==> config.mk <==
export PLATFORM = sky130hd
export DESIGN_NAME = fp_round_integral
export DESIGN_NICKNAME = d
export VERILOG_FILES = /design/src/rtl/rti_pkg.sv /design/src/rtl/rti_classify.sv /design/src/rtl/rti_frac_round.sv /design/src/rtl/rti_tiny_round.sv /design/src/rtl/fp_round_integral.sv
export SDC_FILE = /design/constraint.sdc
export NUM_CORES = 1
export LEC_CHECK = 0
export BUFFER_PORTS_ARGS = -buffer_cell sky130_fd_sc_hd__buf_2
export CAP_MARGIN = 20
export CORE_MARGIN = 2
export CORE_UTILIZATION = 35
export CTS_CLUSTER_DIAMETER = 150
export DETAILED_ROUTE_END_ITERATION = 8
export SYNTH_ARGS = -nofsm -noshare
export SYNTH_HDL_FRONTEND = slang
export SYNTH_SLANG_ARGS = --single-unit
==> constraint.sdc <==
create_clock -name clk -period 0.8 [get_ports clk]
set_input_delay 0.24 -clock clk [delete_from_list [all_inputs] [get_ports clk]]
set_output_delay 0.24 -clock clk [all_outputs]
set_load 0.005 [all_outputs]
==> src/rtl/rti_pkg.sv <==
package rti_pkg;

    typedef enum logic [1:0] {
        RM_NEAREST = 2'd0,
        RM_ZERO    = 2'd1,
        RM_UP      = 2'd2,
        RM_DOWN    = 2'd3
    } rmode_e;

    typedef enum logic [2:0] {
        OPC_TINY,   // magnitude below one, including zero
        OPC_FRAC,   // has fraction bits below the binary point
        OPC_WHOLE,  // already integral by exponent
        OPC_INF,
        OPC_NAN
    } opclass_e;

endpackage

==> src/rtl/rti_classify.sv <==
module rti_classify
    import rti_pkg::*;
#(
    parameter int EXP_W = 11,
    parameter int FRAC_W = 52,
    localparam int SH_W = $clog2(FRAC_W + 1)
) (
    input  logic [EXP_W-1:0]  exp_i,
    input  logic [FRAC_W-1:0] frac_i,
    output opclass_e          cls_o,
    output logic              snan_o,
    output logic [SH_W-1:0]   int_bits_o
);
    localparam int BIAS = (1 << (EXP_W - 1)) - 1;

    always_comb begin
        int_bits_o = '0;
        snan_o     = 1'b0;
        if (&exp_i) begin
            cls_o  = (|frac_i) ? OPC_NAN : OPC_INF;
            snan_o = (|frac_i) && !frac_i[FRAC_W-1];
        end else if (int'(exp_i) < BIAS) begin
            cls_o = OPC_TINY;
        end else if (int'(exp_i) >= BIAS + FRAC_W) begin
            cls_o = OPC_WHOLE;
        end else begin
            cls_o      = OPC_FRAC;
            int_bits_o = SH_W'(int'(exp_i) - BIAS);
        end
    end

endmodule

==> src/rtl/rti_frac_round.sv <==
module rti_frac_round
    import rti_pkg::*;
#(
    parameter int EXP_W = 11,
    parameter int FRAC_W = 52,
    localparam int SH_W = $clog2(FRAC_W + 1),
    localparam int MAG_W = EXP_W + FRAC_W
) (
    input  logic             sign_i,
    input  logic [MAG_W-1:0] mag_i,
    input  logic [SH_W-1:0]  int_bits_i,
    input  rmode_e           mode_i,
    output logic [MAG_W-1:0] mag_o,
    output logic             inexact_o
);
    logic [FRAC_W-1:0] ones_all;
    logic [FRAC_W-1:0] drop_mask;
    logic [FRAC_W-1:0] half_pt;
    logic [FRAC_W-1:0] tail;
    logic [FRAC_W:0]   unit_step;
    logic              keep_lsb;
    logic              bump;
    logic [MAG_W-1:0]  cleared;

    assign ones_all  = '1;
    assign drop_mask = ones_all >> int_bits_i;
    assign half_pt   = drop_mask ^ (drop_mask >> 1);
    assign tail      = mag_i[FRAC_W-1:0] & drop_mask;
    assign unit_step = {1'b0, drop_mask} + (FRAC_W + 1)'(1);
    assign keep_lsb  = |({1'b1, mag_i[FRAC_W-1:0]} & unit_step);
    assign cleared   = {mag_i[MAG_W-1:FRAC_W], mag_i[FRAC_W-1:0] & ~drop_mask};

    always_comb begin
        unique case (mode_i)
            RM_NEAREST: bump = (tail > half_pt) || ((tail == half_pt) && keep_lsb);
            RM_ZERO:    bump = 1'b0;
            RM_UP:      bump = !sign_i && (|tail);
            RM_DOWN:    bump = sign_i && (|tail);
            default:    bump = 1'b0;
        endcase
    end

    assign mag_o     = cleared + (bump ? MAG_W'(unit_step) : '0);
    assign inexact_o = |tail;

endmodule

==> src/rtl/rti_tiny_round.sv <==
module rti_tiny_round
    import rti_pkg::*;
#(
    parameter int EXP_W = 11,
    parameter int FRAC_W = 52,
    localparam int MAG_W = EXP_W + FRAC_W
) (
    input  logic              sign_i,
    input  logic [EXP_W-1:0]  exp_i,
    input  logic [FRAC_W-1:0] frac_i,
    input  rmode_e            mode_i,
    output logic [MAG_W-1:0]  mag_o,
    output logic              inexact_o
);
    localparam int BIAS = (1 << (EXP_W - 1)) - 1;

    logic nonzero;
    logic over_half;
    logic to_one;

    assign nonzero   = (|exp_i) || (|frac_i);
    assign over_half = (int'(exp_i) == BIAS - 1) && (|frac_i);

    always_comb begin
        unique case (mode_i)
            RM_NEAREST: to_one = over_half;
            RM_ZERO:    to_one = 1'b0;
            RM_UP:      to_one = !sign_i && nonzero;
            RM_DOWN:    to_one = sign_i && nonzero;
            default:    to_one = 1'b0;
        endcase
    end

    assign mag_o     = to_one ? {EXP_W'(BIAS), {FRAC_W{1'b0}}} : '0;
    assign inexact_o = nonzero;

endmodule

==> src/rtl/fp_round_integral.sv <==
module fp_round_integral
    import rti_pkg::*;
#(
    parameter int EXP_W = 11,
    parameter int FRAC_W = 52,
    localparam int W = 1 + EXP_W + FRAC_W
) (
    input  logic         clk,
    input  logic         rst_n,
    input  logic         in_valid,
    input  logic [W-1:0] in_op,
    input  logic [1:0]   in_mode,
    output logic         out_valid,
    output logic [W-1:0] out_result,
    output logic         out_inexact,
    output logic         out_invalid
);
    localparam int SH_W  = $clog2(FRAC_W + 1);
    localparam int MAG_W = EXP_W + FRAC_W;

    typedef struct packed {
        logic         valid;
        logic [W-1:0] result;
        logic         inexact;
        logic         invalid;
    } out_t;

    out_t state_d, state_q;

    logic              op_sign;
    logic [EXP_W-1:0]  op_exp;
    logic [FRAC_W-1:0] op_frac;
    rmode_e            mode;
    opclass_e          cls;
    logic              is_snan;
    logic [SH_W-1:0]   int_bits;
    logic [MAG_W-1:0]  frac_mag, tiny_mag;
    logic              frac_inex, tiny_inex;

    assign op_sign = in_op[W-1];
    assign op_exp  = in_op[W-2:FRAC_W];
    assign op_frac = in_op[FRAC_W-1:0];
    assign mode    = rmode_e'(in_mode);

    rti_classify #(.EXP_W(EXP_W), .FRAC_W(FRAC_W)) u_classify (
        .exp_i      (op_exp),
        .frac_i     (op_frac),
        .cls_o      (cls),
        .snan_o     (is_snan),
        .int_bits_o (int_bits)
    );

    rti_frac_round #(.EXP_W(EXP_W), .FRAC_W(FRAC_W)) u_frac (
        .sign_i     (op_sign),
        .mag_i      (in_op[MAG_W-1:0]),
        .int_bits_i (int_bits),
        .mode_i     (mode),
        .mag_o      (frac_mag),
        .inexact_o  (frac_inex)
    );

    rti_tiny_round #(.EXP_W(EXP_W), .FRAC_W(FRAC_W)) u_tiny (
        .sign_i    (op_sign),
        .exp_i     (op_exp),
        .frac_i    (op_frac),
        .mode_i    (mode),
        .mag_o     (tiny_mag),
        .inexact_o (tiny_inex)
    );

    always_comb begin
        state_d         = state_q;
        state_d.valid   = in_valid;
        state_d.inexact = 1'b0;
        state_d.invalid = 1'b0;
        if (in_valid) begin
            unique case (cls)
                OPC_FRAC: begin
                    state_d.result  = {op_sign, frac_mag};
                    state_d.inexact = frac_inex;
                end
                OPC_TINY: begin
                    state_d.result  = {op_sign, tiny_mag};
                    state_d.inexact = tiny_inex;
                end
                OPC_NAN: begin
                    state_d.result  = in_op | (W'(1) << (FRAC_W - 1));
                    state_d.invalid = is_snan;
                end
                default: state_d.result = in_op;
            endcase
        end
    end

    always_ff @(posedge clk or negedge rst_n) begin
        if (!rst_n) state_q <= '0;
        else        state_q <= state_d;
    end

    assign out_valid   = state_q.valid;
    assign out_result  = state_q.result;
    assign out_inexact = state_q.inexact;
    assign out_invalid = state_q.invalid;

    // Assertions

    logic in_finite, in_nan, out_nan;
    assign in_finite = !(&op_exp);
    assign in_nan    = (&op_exp) && (|op_frac);
    assign out_nan   = (&out_result[W-2:FRAC_W]) && (|out_result[FRAC_W-1:0]);

    assert_valid_latency_R1: assert property (@(posedge clk) disable iff (!rst_n)
        1'b1 |=> (out_valid == $past(in_valid)));

    assert_toward_zero_R4: assert property (@(posedge clk) disable iff (!rst_n)
        in_valid && in_finite && mode == RM_ZERO |=> out_result[W-2:0] <= $past(in_op[W-2:0]));

    assert_up_pos_R5: assert property (@(posedge clk) disable iff (!rst_n)
        in_valid && in_finite && !op_sign && mode == RM_UP |=> out_result[W-2:0] >= $past(in_op[W-2:0]));

    assert_down_neg_R6: assert property (@(posedge clk) disable iff (!rst_n)
        in_valid && in_finite && op_sign && mode == RM_DOWN |=> out_result[W-2:0] >= $past(in_op[W-2:0]));

    assert_inexact_change_R7: assert property (@(posedge clk) disable iff (!rst_n)
        in_valid && !in_nan |=> out_inexact == (out_result != $past(in_op)));

    assert_nan_quiet_R9: assert property (@(posedge clk) disable iff (!rst_n)
        in_valid && in_nan |=> out_nan && out_result[FRAC_W-1]
                               && (out_invalid == !$past(op_frac[FRAC_W-1])));

    assert_sign_kept_R10: assert property (@(posedge clk) disable iff (!rst_n)
        in_valid && !in_nan |=> out_result[W-1] == $past(op_sign) && !out_invalid);

    assert_flags_idle_R12: assert property (@(posedge clk) disable iff (!rst_n)
        !out_valid |-> !out_inexact && !out_invalid);

endmodule

==> results of run 1 <==
==> cell families after synthesis <==
family / Yosys count / synth area share, %
compound gates: 497 / 27.05
buf+inv: 196 / 6.832
simple gates: 685 / 29.26
fa+ha+maj: 148 / 15.29
xor+xnor: 88 / 6.338
mux: 17 / 1.440
flops: 67 / 13.79
==> state kept, by name, indices dropped and copies added, names as in the netlist <==
name / count
out_valid: 1
out_inexact: 1
out_invalid: 1
out_result: 64
==> power by group through the flow <==
stage | Clock (mW) | Sequential [mW] | Combinational, mW
2_1_floorplan | 0 | 4.07 | 6.05
3_3_place_gp | 0 | 4.02 | 12.7
3_5_place_dp | 0 | 4.03 | 12.8
4_1_cts | 5.23 | 3.96 | 14.5
5_1_grt | 5.35 | 4.01 | 16.5
6_report | 5.16 | 3.96 | 15.5
==> worst reg2reg max path, cell delays in order (launching register included) <==
cell     delay, ns
dfrtp_1       0.38
buf_4         0.13
mux2_2        0.25
==> timing repair <==
item	CTS	global route
endpoints found under the setup margin	132	133
buffers inserted	121	32
resized for setup	342	115
pin swaps	196	82
hold endpoints to repair	67	0
cloned	1	1
hold buffers	1	0
==> area by class of cell <==
class	instances	area share [%]
clock inverters	6	0.4917
inverters	112	1.890
diodes	2	0.02210
repair buffers	987	33.81
multi-input cells	1436	52.82
clock buffers	10	1.055
flip-flops and latches	67	7.403
well taps	455	2.514
==> layer usage <==
layer | global-route usage (%) | vias up | wire (µm)
li1 | - | 8076 | -
met1 | 47.63 | 8442 | 29290
met2 | 67.82 | 743 | 34540
met3 | 7.251 | 174 | 5131
met4 | 16.64 | 2 | 3294
met5 | 0 | - | 12
==> per-stage QoR <==
| step | power [mW] | setup TNS, ns |
|---|---|---|
| after global placement | 16.75 | -439.98 |
| after global routing | 25.85 | -415.55 |
| final | 24.65 | -404.25 |
| after floorplan | 10.12 | -330.86 |
| after detailed placement | 16.82 | -445.08 |
| after CTS | 23.68 | -391.64 |
==> layout by cell type, fill, tap and decap left out, types with 22 or more instances in the layout <==
cell type / instances
dfrtp_1: 67
ha_4: 29
a22oi_1: 34
a21oi_1: 116
a21o_1: 52
inv_1: 100
xnor2_1: 44
nor3_1: 22
buf_4: 761
xor2_1: 30
nor2b_1: 41
ha_1: 107
o21ai_1: 22
nand2_1: 107
nor2_1: 155
buf_2: 124
and3_1: 30
and2_1: 47
nand4_1: 38
nand3_1: 41
buf_6: 77
o21ai_0: 32
==> worst paths after layout <==
path | startpoint | endpoint | slack [ns] | cells past startpoint
worst max-delay path | in_op[52] | out_result[34]$_DFFE_PN0P_ | -6.41 | 37
worst min-delay path | in_op[63] | out_result[63]$_DFFE_PN0P_ | 0.12 | 2
worst max register to register | out_result[63]$_DFFE_PN0P_ | out_result[63]$_DFFE_PN0P_ | -0.07 | 2
worst min register to register | out_result[57]$_DFFE_PN0P_ | out_result[57]$_DFFE_PN0P_ | 0.49 | 1
max in group asynchronous | rst_n | out_result[54]$_DFFE_PN0P_ | 0.18 | 3
min in group asynchronous | rst_n | out_result[18]$_DFFE_PN0P_ | 0.34 | 3
==> flow_metrics.env, run 1 <==
export IMPL_hold_worst_slack_ns=0.1173
export IMPL_nNetsFinal=2830
export IMPL_fill_cells=2913
export IMPL_cts_path_max_buffers=2
export IMPL_gp_congestion=1.057
export IMPL_drive_gt1_share_pct=51.57
export IMPL_yosysWarnings=0
export IMPL_synth_edf_count=0
export IMPL_avgSynthCellArea_um2=7.162
export IMPL_final_setup_viol_count=133
export IMPL_grt_antenna_before_repair=4
export IMPL_htree_levels=3
export IMPL_clkTransAtPathRegs_ns=0.08
export IMPL_critPathBufInv=11
export IMPL_post_place_cells=2910
export IMPL_relSlewSlack_pct=37.98
export IMPL_cts_root_buf="clkbuf_16"
export IMPL_dp_slack_ns=-7.534
export IMPL_cts_tree="done"
export IMPL_clock_power_share_pct=20.9
export IMPL_syn_to_final_growth_pct=86.23
export IMPL_yosys_area_top_type_share_pct=15.13
export IMPL_coreArea_um2=34370
export IMPL_pwr_share_comb_pct=63.0
export IMPL_grt_max_degree=69
export IMPL_synthCells=1698
export IMPL_fin_skew_ns=0
export IMPL_firstDrtPassIters=7
export IMPL_grt_pass1_vias=17642
export IMPL_initial_core_util_pct=35.38
export IMPL_die_w_um=190.4
export IMPL_seq_area_frac_synth_pct=13.79
export IMPL_dieArea_um2=36250
export IMPL_maxSlewViolCount=0
export IMPL_cpPeakStageDelay_ns=0.50
export IMPL_synth_seq_cells=67
export IMPL_status="finished with violations"
export IMPL_synthFlopType="dfrtp_1"
export IMPL_p_per_area_nw_per_um2=1088
export IMPL_die_h_um=190.4
export IMPL_multi_input_area_um2=11960
export IMPL_cp_arrival_ns=7.47
export IMPL_yosysUniqueCellTypes=83
export IMPL_place_area_um2=18920
export IMPL_syn_area_um2=12160
export IMPL_grt_total_usage_pct=39.27
export IMPL_rows=68
export IMPL_critical_path_most_common_cell="buf_4"
export IMPL_vias=17437
export IMPL_synthTopCellsByArea="ha_1, dfrtp_1, a21oi_1, nor2_1, xnor2_1"
export IMPL_cts_sinks=67
export IMPL_tightest_slew_ns=0.9302
export IMPL_dp_hpwl_um=57790
export IMPL_totalWireLength_um=72270
export IMPL_drv_cap=0
export IMPL_endpoint_kind="flop"
export IMPL_vdd_drop_max_v=0.001199
export IMPL_period_needed_ns=7.208
export IMPL_grt_pass1_wl_um=106600
export IMPL_start_kind="input port"
export IMPL_seqPwrFrac_pct=16.1
export IMPL_drt_iter0_markers=1410
export IMPL_grt_ovfl_total=0
export IMPL_hold_path_class="input port to flop"
export IMPL_via_per_inst=5.671
export IMPL_hold_violations=0
export IMPL_swShare_pct=41.48
export IMPL_clk_latency_ns=0.38
export IMPL_synth_nets=1915
export IMPL_worstSetupPathType="input port to flop"
export IMPL_antenna_left=0
export IMPL_routedWlPerCell_um=23.50
export IMPL_cp_slowest_cell="a222oi_1"
export IMPL_design_area_um2=22650
export IMPL_yosysTopAreaCell="ha_1"
export IMPL_synth_most_common_cell="nor2_1"
export IMPL_power_switching_mw=10.22
export IMPL_internal_power_mw=14.42
export IMPL_drc=0
export IMPL_seq_area_um2=1677
export IMPL_numCtsBuffers=9
export IMPL_setup_ws_ns=-6.408
export IMPL_violations="negative setup slack"
export IMPL_numPortBuffers=135
export IMPL_fin_cells=3075
export IMPL_critPathTopFamily="simple AND/OR/NAND/NOR gates"
export IMPL_post_route_period_util_pct=901.0
export IMPL_fmax_mhz=138.7
export IMPL_synthArstFlopShare_pct=100.0
export IMPL_worstPathMaxFanout=11
export IMPL_final_core_utilization_pct=65.89
export IMPL_power_leakage_nw=10.86
export IMPL_ys_top_cells_by_count="nor2_1, ha_1, a21oi_1"
export IMPL_rsz0062_at_grt="true"
export IMPL_worstPathRequired_ns=1.07
export IMPL_io_pins=136
No activity file was read; power rests on OpenSTA's default activity.
==> inputs of run 2 (changes only) <==
==> constraint.sdc (replaced) <==
create_clock -name clk -period 8 [get_ports clk]
set_input_delay 2.4 -clock clk [delete_from_list [all_inputs] [get_ports clk]]
set_output_delay 2.4 -clock clk [all_outputs]
set_load 0.005 [all_outputs]
==> flow_metrics.env, run 2 (synthesis results as in run 1) <==
export IMPL_design_area_um2=22260
export IMPL_critPathBufInv=9
export IMPL_numCtsBuffers=9
export IMPL_die_h_um=190.4
export IMPL_layout_commonest_cell="buf_4"
export IMPL_violations="negative setup slack"
export IMPL_drv_cap=0
export IMPL_clock_power_share_pct=18.4
export IMPL_drive_gt1_share_pct=51.05
export IMPL_grt_ovfl_total=0
export IMPL_post_route_period_util_pct=117.9
export IMPL_diodes=0
export IMPL_cp_arrival_ns=9.70
export IMPL_hold_violations=0
export IMPL_met3_wirelength_um=3966
export IMPL_hold_path_class="flop to flop"
export IMPL_start_kind="input port"
export IMPL_critPathTopFamily="compound AO/OA/AOI/OAI gates"
export IMPL_cts_tree="done"
export IMPL_dp_hpwl_um=58860
export IMPL_worstPathMaxFanout=6
export IMPL_whs_path_depth=1
export IMPL_cp_slowest_cell="or4_4"
export IMPL_fill_cells=3036
export IMPL_setup_ws_ns=-1.435
export IMPL_dieArea_um2=36250
export IMPL_endpoint_kind="flop"
export IMPL_die_w_um=190.4
export IMPL_relSlewSlack_pct=31.64
export IMPL_seqPwrFrac_pct=16.6
export IMPL_cts_sinks=67
export IMPL_clk_latency_ns=0.39
export IMPL_power_leakage_nw=10.58
export IMPL_fin_skew_ns=0
export IMPL_drc=0
export IMPL_coreArea_um2=34370
export IMPL_pwr_share_comb_pct=65.0
export IMPL_tightest_slew_ns=1.016
export IMPL_swShare_pct=43.23
export IMPL_gp_congestion=1.078
export IMPL_htree_levels=3
export IMPL_totalWireLength_um=73870
export IMPL_top_layer="met5"
export IMPL_r2r_cells=3
export IMPL_grt_pass1_vias=17260
export IMPL_fmax_mhz=106.0
export IMPL_post_place_cells=2869
export IMPL_cts_root_buf="clkbuf_16"
export IMPL_grt_total_usage_pct=39.69
export IMPL_setup_tns_ns=-63.82
export IMPL_routedWlPerCell_um=24.47
export IMPL_largest_reg_flops=64
export IMPL_worstPathRequired_ns=8.26
export IMPL_numPortBuffers=135
export IMPL_place_area_um2=18520
export IMPL_final_core_utilization_pct=64.75
export IMPL_power_switching_mw=1.034
export IMPL_regMostFlops="out_result"
export IMPL_p_per_area_nw_per_um2=107.5
export IMPL_cts_path_max_buffers=2
export IMPL_antenna_left=0
export IMPL_dp_slack_ns=-2.623
export IMPL_status="finished with violations"
export IMPL_nNetsFinal=2776
export IMPL_fin_cells=3019
export IMPL_cpPeakStageDelay_ns=0.49
export IMPL_drt_iter0_markers=1422
export IMPL_clkTransAtPathRegs_ns=0.07
export IMPL_maxSlewViolCount=0
export IMPL_rows=68
export IMPL_period_needed_ns=9.435
export IMPL_rsz0062_at_grt="true"
export IMPL_grt_pass1_wl_um=106900
export IMPL_final_setup_viol_count=58
export IMPL_grt_antenna_before_repair=3
export IMPL_io_pins=136
export IMPL_grt_max_degree=74
export IMPL_crit_cells=37
export IMPL_wl_met1_um=31080
export IMPL_syn_to_final_growth_pct=83.03
export IMPL_firstDrtPassIters=5
export IMPL_vias=17296
export IMPL_internal_power_mw=1.358
export IMPL_worstSetupPathType="input port to flop"
export IMPL_dr_wl_met2_um=35230
export IMPL_initial_core_util_pct=35.38
export IMPL_final_cell_mix="buf_4, nor2_1, buf_2"
export IMPL_via_per_inst=5.729
export IMPL_vdd_drop_max_v=0.0001139
run 2: cell count changes in the layout (fill, tap and decap cells not counted), moves of 5 or more:
| cell | change |
|---|---|
| buf_4 | -44 |
| buf_6 | -7 |
| nor4_1 | +6 |
| ha_2 | -5 |
| ha_4 | +5 |
| inv_2 | +5 |
| nor3_2 | +5 |
| xor2_1 | -5 |
| xor2_2 | +5 |
run 2: layer usage:
| layer | track usage, % | vias up |
|---|---|---|
| li1 | - | 7976 |
| met1 | 50.27 | 8484 |
| met2 | 67.86 | 644 |
| met5 | 0 | - |
| met4 | 16.46 | 2 |
| met3 | 4.932 | 190 |
run 2: final cells by class:
class / count / area (µm²) / area share (%)
clock inverter: 5 / 53.80 / 0.2417
inverter: 112 / 422.9 / 1.900
tap: 455 / 569.3 / 2.558
multi-input combinational: 1435 / 12070 / 54.21
clock buffer: 11 / 232.7 / 1.046
timing repair buffer: 934 / 7237 / 32.51
sequential: 67 / 1677 / 7.533
run 2: through the flow:
step	hold WS [ns]	total power, mW
global placement	0.4586	1.667
finish	0.4873	2.392
detailed placement	0.4713	1.667
CTS	0.4932	2.266
floorplan	0.4742	1.010
global route	0.5132	2.503
run 2: repair_timing:
action | in CTS | in global routing
gates resized for setup | 334 | 148
cloned | 1 | 1
hold buffers | 0 | 0
pin swaps | 148 | 176
setup endpoints to repair | 62 | 62
buffers inserted | 91 | 56
run 2: worst register-to-register path, cell delays in order (launching register included):
cell     delay (ns)
dfrtp_1        0.38
nor2b_1        0.13
a31oi_1        0.18
o21ai_1        0.09
run 2: path summary, 6_finish.rpt:
path                                              end  slack, ns                  startpoint
max                        out_result[56]$_DFFE_PN0P_      -1.43                   in_op[52]
min                        out_result[23]$_DFFE_PN0P_       0.49  out_result[23]$_DFFE_PN0P_
max reg2reg                out_result[45]$_DFFE_PN0P_       7.09  out_result[45]$_DFFE_PN0P_
min reg2reg                out_result[23]$_DFFE_PN0P_       0.49  out_result[23]$_DFFE_PN0P_
max in group asynchronous  out_result[52]$_DFFE_PN0P_       5.09                       rst_n
min in group asynchronous  out_result[23]$_DFFE_PN0P_       1.92                       rst_n
run 2: power by group through the flow:
stage / clock (mW) / combinational [mW] / sequential, mW
floorplan: 0 / 0.603 / 0.407
global placement: 0 / 1.27 / 0.401
detailed placement: 0 / 1.26 / 0.403
CTS: 0.444 / 1.42 / 0.397
global route: 0.457 / 1.65 / 0.401
finish: 0.440 / 1.55 / 0.397
==> inputs of run 3 (changes only) <==
==> constraint.sdc (replaced) <==
create_clock -name clk -period 8 [get_ports clk]
set_input_delay 0 -clock clk [delete_from_list [all_inputs] [get_ports clk]]
set_output_delay 0 -clock clk [all_outputs]
set_load 0.005 [all_outputs]
==> flow_metrics.env, run 3 (synthesis results as in run 1) <==
export IMPL_final_cell_mix="buf_4, nor2_1, ha_1"
export IMPL_nNetsFinal=2543
export IMPL_clk_latency_ns=0.38
export IMPL_drc=0
export IMPL_dieArea_um2=36250
export IMPL_hold_path_class="input port to flop"
export IMPL_tightest_slew_ns=0.9812
export IMPL_final_setup_viol_count=0
export IMPL_clkTransAtPathRegs_ns=0.06
export IMPL_fin_skew_ns=0
export IMPL_hold_worst_slack_ns=0.01739
export IMPL_cp_arrival_ns=7.96
export IMPL_regMostFlops="out_result"
export IMPL_syn_to_final_growth_pct=47.63
export IMPL_r2r_setup_slack_ns=7.12
export IMPL_period_needed_ns=7.708
export IMPL_hold_violations=0
export IMPL_io_pins=136
export IMPL_worstPathMaxFanout=23
export IMPL_r2r_cells=3
export IMPL_drv_cap=0
export IMPL_numCtsBuffers=9
export IMPL_dp_hpwl_um=53930
export IMPL_endpoint_kind="flop"
export IMPL_drive_gt1_share_pct=33.35
export IMPL_maxSlewViolCount=0
export IMPL_relSlewSlack_pct=34.04
export IMPL_post_place_cells=2752
export IMPL_post_route_period_util_pct=96.35
export IMPL_grt_pass1_vias=15373
export IMPL_coreArea_um2=34370
export IMPL_grt_max_degree=70
export IMPL_min_to="out_result[34]$_DFFE_PN0P_"
export IMPL_via_per_inst=5.681
export IMPL_hold_start="in_op[34]"
export IMPL_cts_sinks=67
export IMPL_htree_levels=3
export IMPL_worstSetupPathType="input port to flop"
export IMPL_fin_cells=2785
export IMPL_power_leakage_nw=8.857
export IMPL_drt_iter0_markers=1145
export IMPL_critical_path_most_common_cell="buf_4"
export IMPL_status="completed"
export IMPL_grt_pass1_wl_um=96010
export IMPL_start_kind="input port"
export IMPL_grt_total_usage_pct=35.43
export IMPL_worstPathRequired_ns=8.26
export IMPL_cts_root_buf="clkbuf_16"
export IMPL_cts_tree="done"
export IMPL_fmax_mhz=129.7
export IMPL_routedWlPerCell_um=23.10
export IMPL_rows=68
export IMPL_p_per_area_nw_per_um2=116.2
export IMPL_die_h_um=190.4
export IMPL_firstDrtPassIters=6
export IMPL_numPortBuffers=135
export IMPL_initial_core_util_pct=35.38
export IMPL_vdd_drop_max_v=0.0001145
export IMPL_antenna_left=0
export IMPL_reg2reg_to="out_result[29]$_DFFE_PN0P_"
export IMPL_diodes=0
export IMPL_cts_path_max_buffers=2
export IMPL_grt_antenna_before_repair=2
export IMPL_die_w_um=190.4
export IMPL_totalWireLength_um=64340
export IMPL_layout_commonest_cell="buf_4"
export IMPL_grt_ovfl_total=0
export IMPL_reg2reg_from="out_result[29]$_DFFE_PN0P_"
export IMPL_cpPeakStageDelay_ns=0.59
export IMPL_cp_slowest_cell="or4_1"
export IMPL_whs_path_depth=3
export IMPL_largest_reg_flops=64
export IMPL_gp_congestion=1.049
export IMPL_vias=15822
==> run 3: cell types whose count changed in the layout (fill, tap and decap cells not counted), sizes merged <==
| cell | previous run | this run |
|---|---|---|
| clkinv | 4 | 0 |
| clkbuf | 13 | 14 |
| buf | 932 | 685 |
| dlygate4sd3 | 0 | 16 |
==> run 3: final cells by class <==
cell class,instances,area (µm²)
tap,455,569.3
fill,3472,16420
clock buffer,14,284.0
clock inverter,1,30.03
timing repair buffer,701,5052
multi-input combinational,1435,9920
sequential,67,1677
inverter,112,420.4
==> run 3: how the worst max path moves through the flow <==
stage	startpoint	slack (ns)	end
final	in_op[52]	0.29	out_result[59]$_DFFE_PN0P_
after global placement	in_op[52]	-1.37	out_result[56]$_DFFE_PN0P_
after detailed placement	in_op[52]	-1.47	out_result[60]$_DFFE_PN0P_
after floorplan	in_op[52]	0.95	out_result[44]$_DFFE_PN0P_
after global routing	in_op[52]	-0.07	out_result[57]$_DFFE_PN0P_
after CTS	in_op[52]	0.03	out_result[60]$_DFFE_PN0P_
==> run 3: routing by layer <==
metal  GRT usage, %  up-vias  wire length [µm]
met5              0        -                22
met4          12.91        4              2374
met3          5.502      132              4213
met2          58.59      604             29610
met1          46.48     7582             28120
li1               -     7500                 -
==> run 3: per-stage QoR <==
step / TNS (ns) / total power, mW / setup slack [ns] / instance area (µm²) / util [%]
finish: 0 / 2.085 / 0.2923 / 17950 / 52.23
global route: -0.3821 / 2.208 / -0.07241 / 17950 / 52.23
CTS: 0 / 2.066 / 0.03055 / 17730 / 51.58
detailed placement: -24.67 / 1.587 / -1.465 / 17210 / 50.06
global placement: -21.18 / 1.587 / -1.366 / 17210 / 50.06
floorplan: 0 / 0.9706 / 0.9542 / 12160 / -
==> run 3: report_power, final <==
group | switching, mW | total [mW] | leakage, nW | internal [mW]
Clock | 0.180 | 0.454 | 0.155 | 0.274
Sequential | 0.0194 | 0.397 | 0.794 | 0.378
Combinational | 0.671 | 1.23 | 7.91 | 0.564
==> run 3: worst max-delay path, delay by kind of cell <==
kind / cells / cell delay, ns
xor gates and xnor gates: 1 / 0.15
buffers and inverters: 12 / 1.87
and+or+nand+nor: 12 / 2.41
AOI/OAI and AO/OA: 12 / 2.63
adders and majority gates: 3 / 0.86
==> run 3: repair_timing <==
action / CTS / global route
setup endpoints to repair: 28 / 39
gates resized for setup: 10 / 45
hold buffers: 16 / 0
setup buffers: 0 / 2
endpoints found under the hold margin: 37 / 0
pin swaps: 3 / 4
gates cloned: 0 / 0
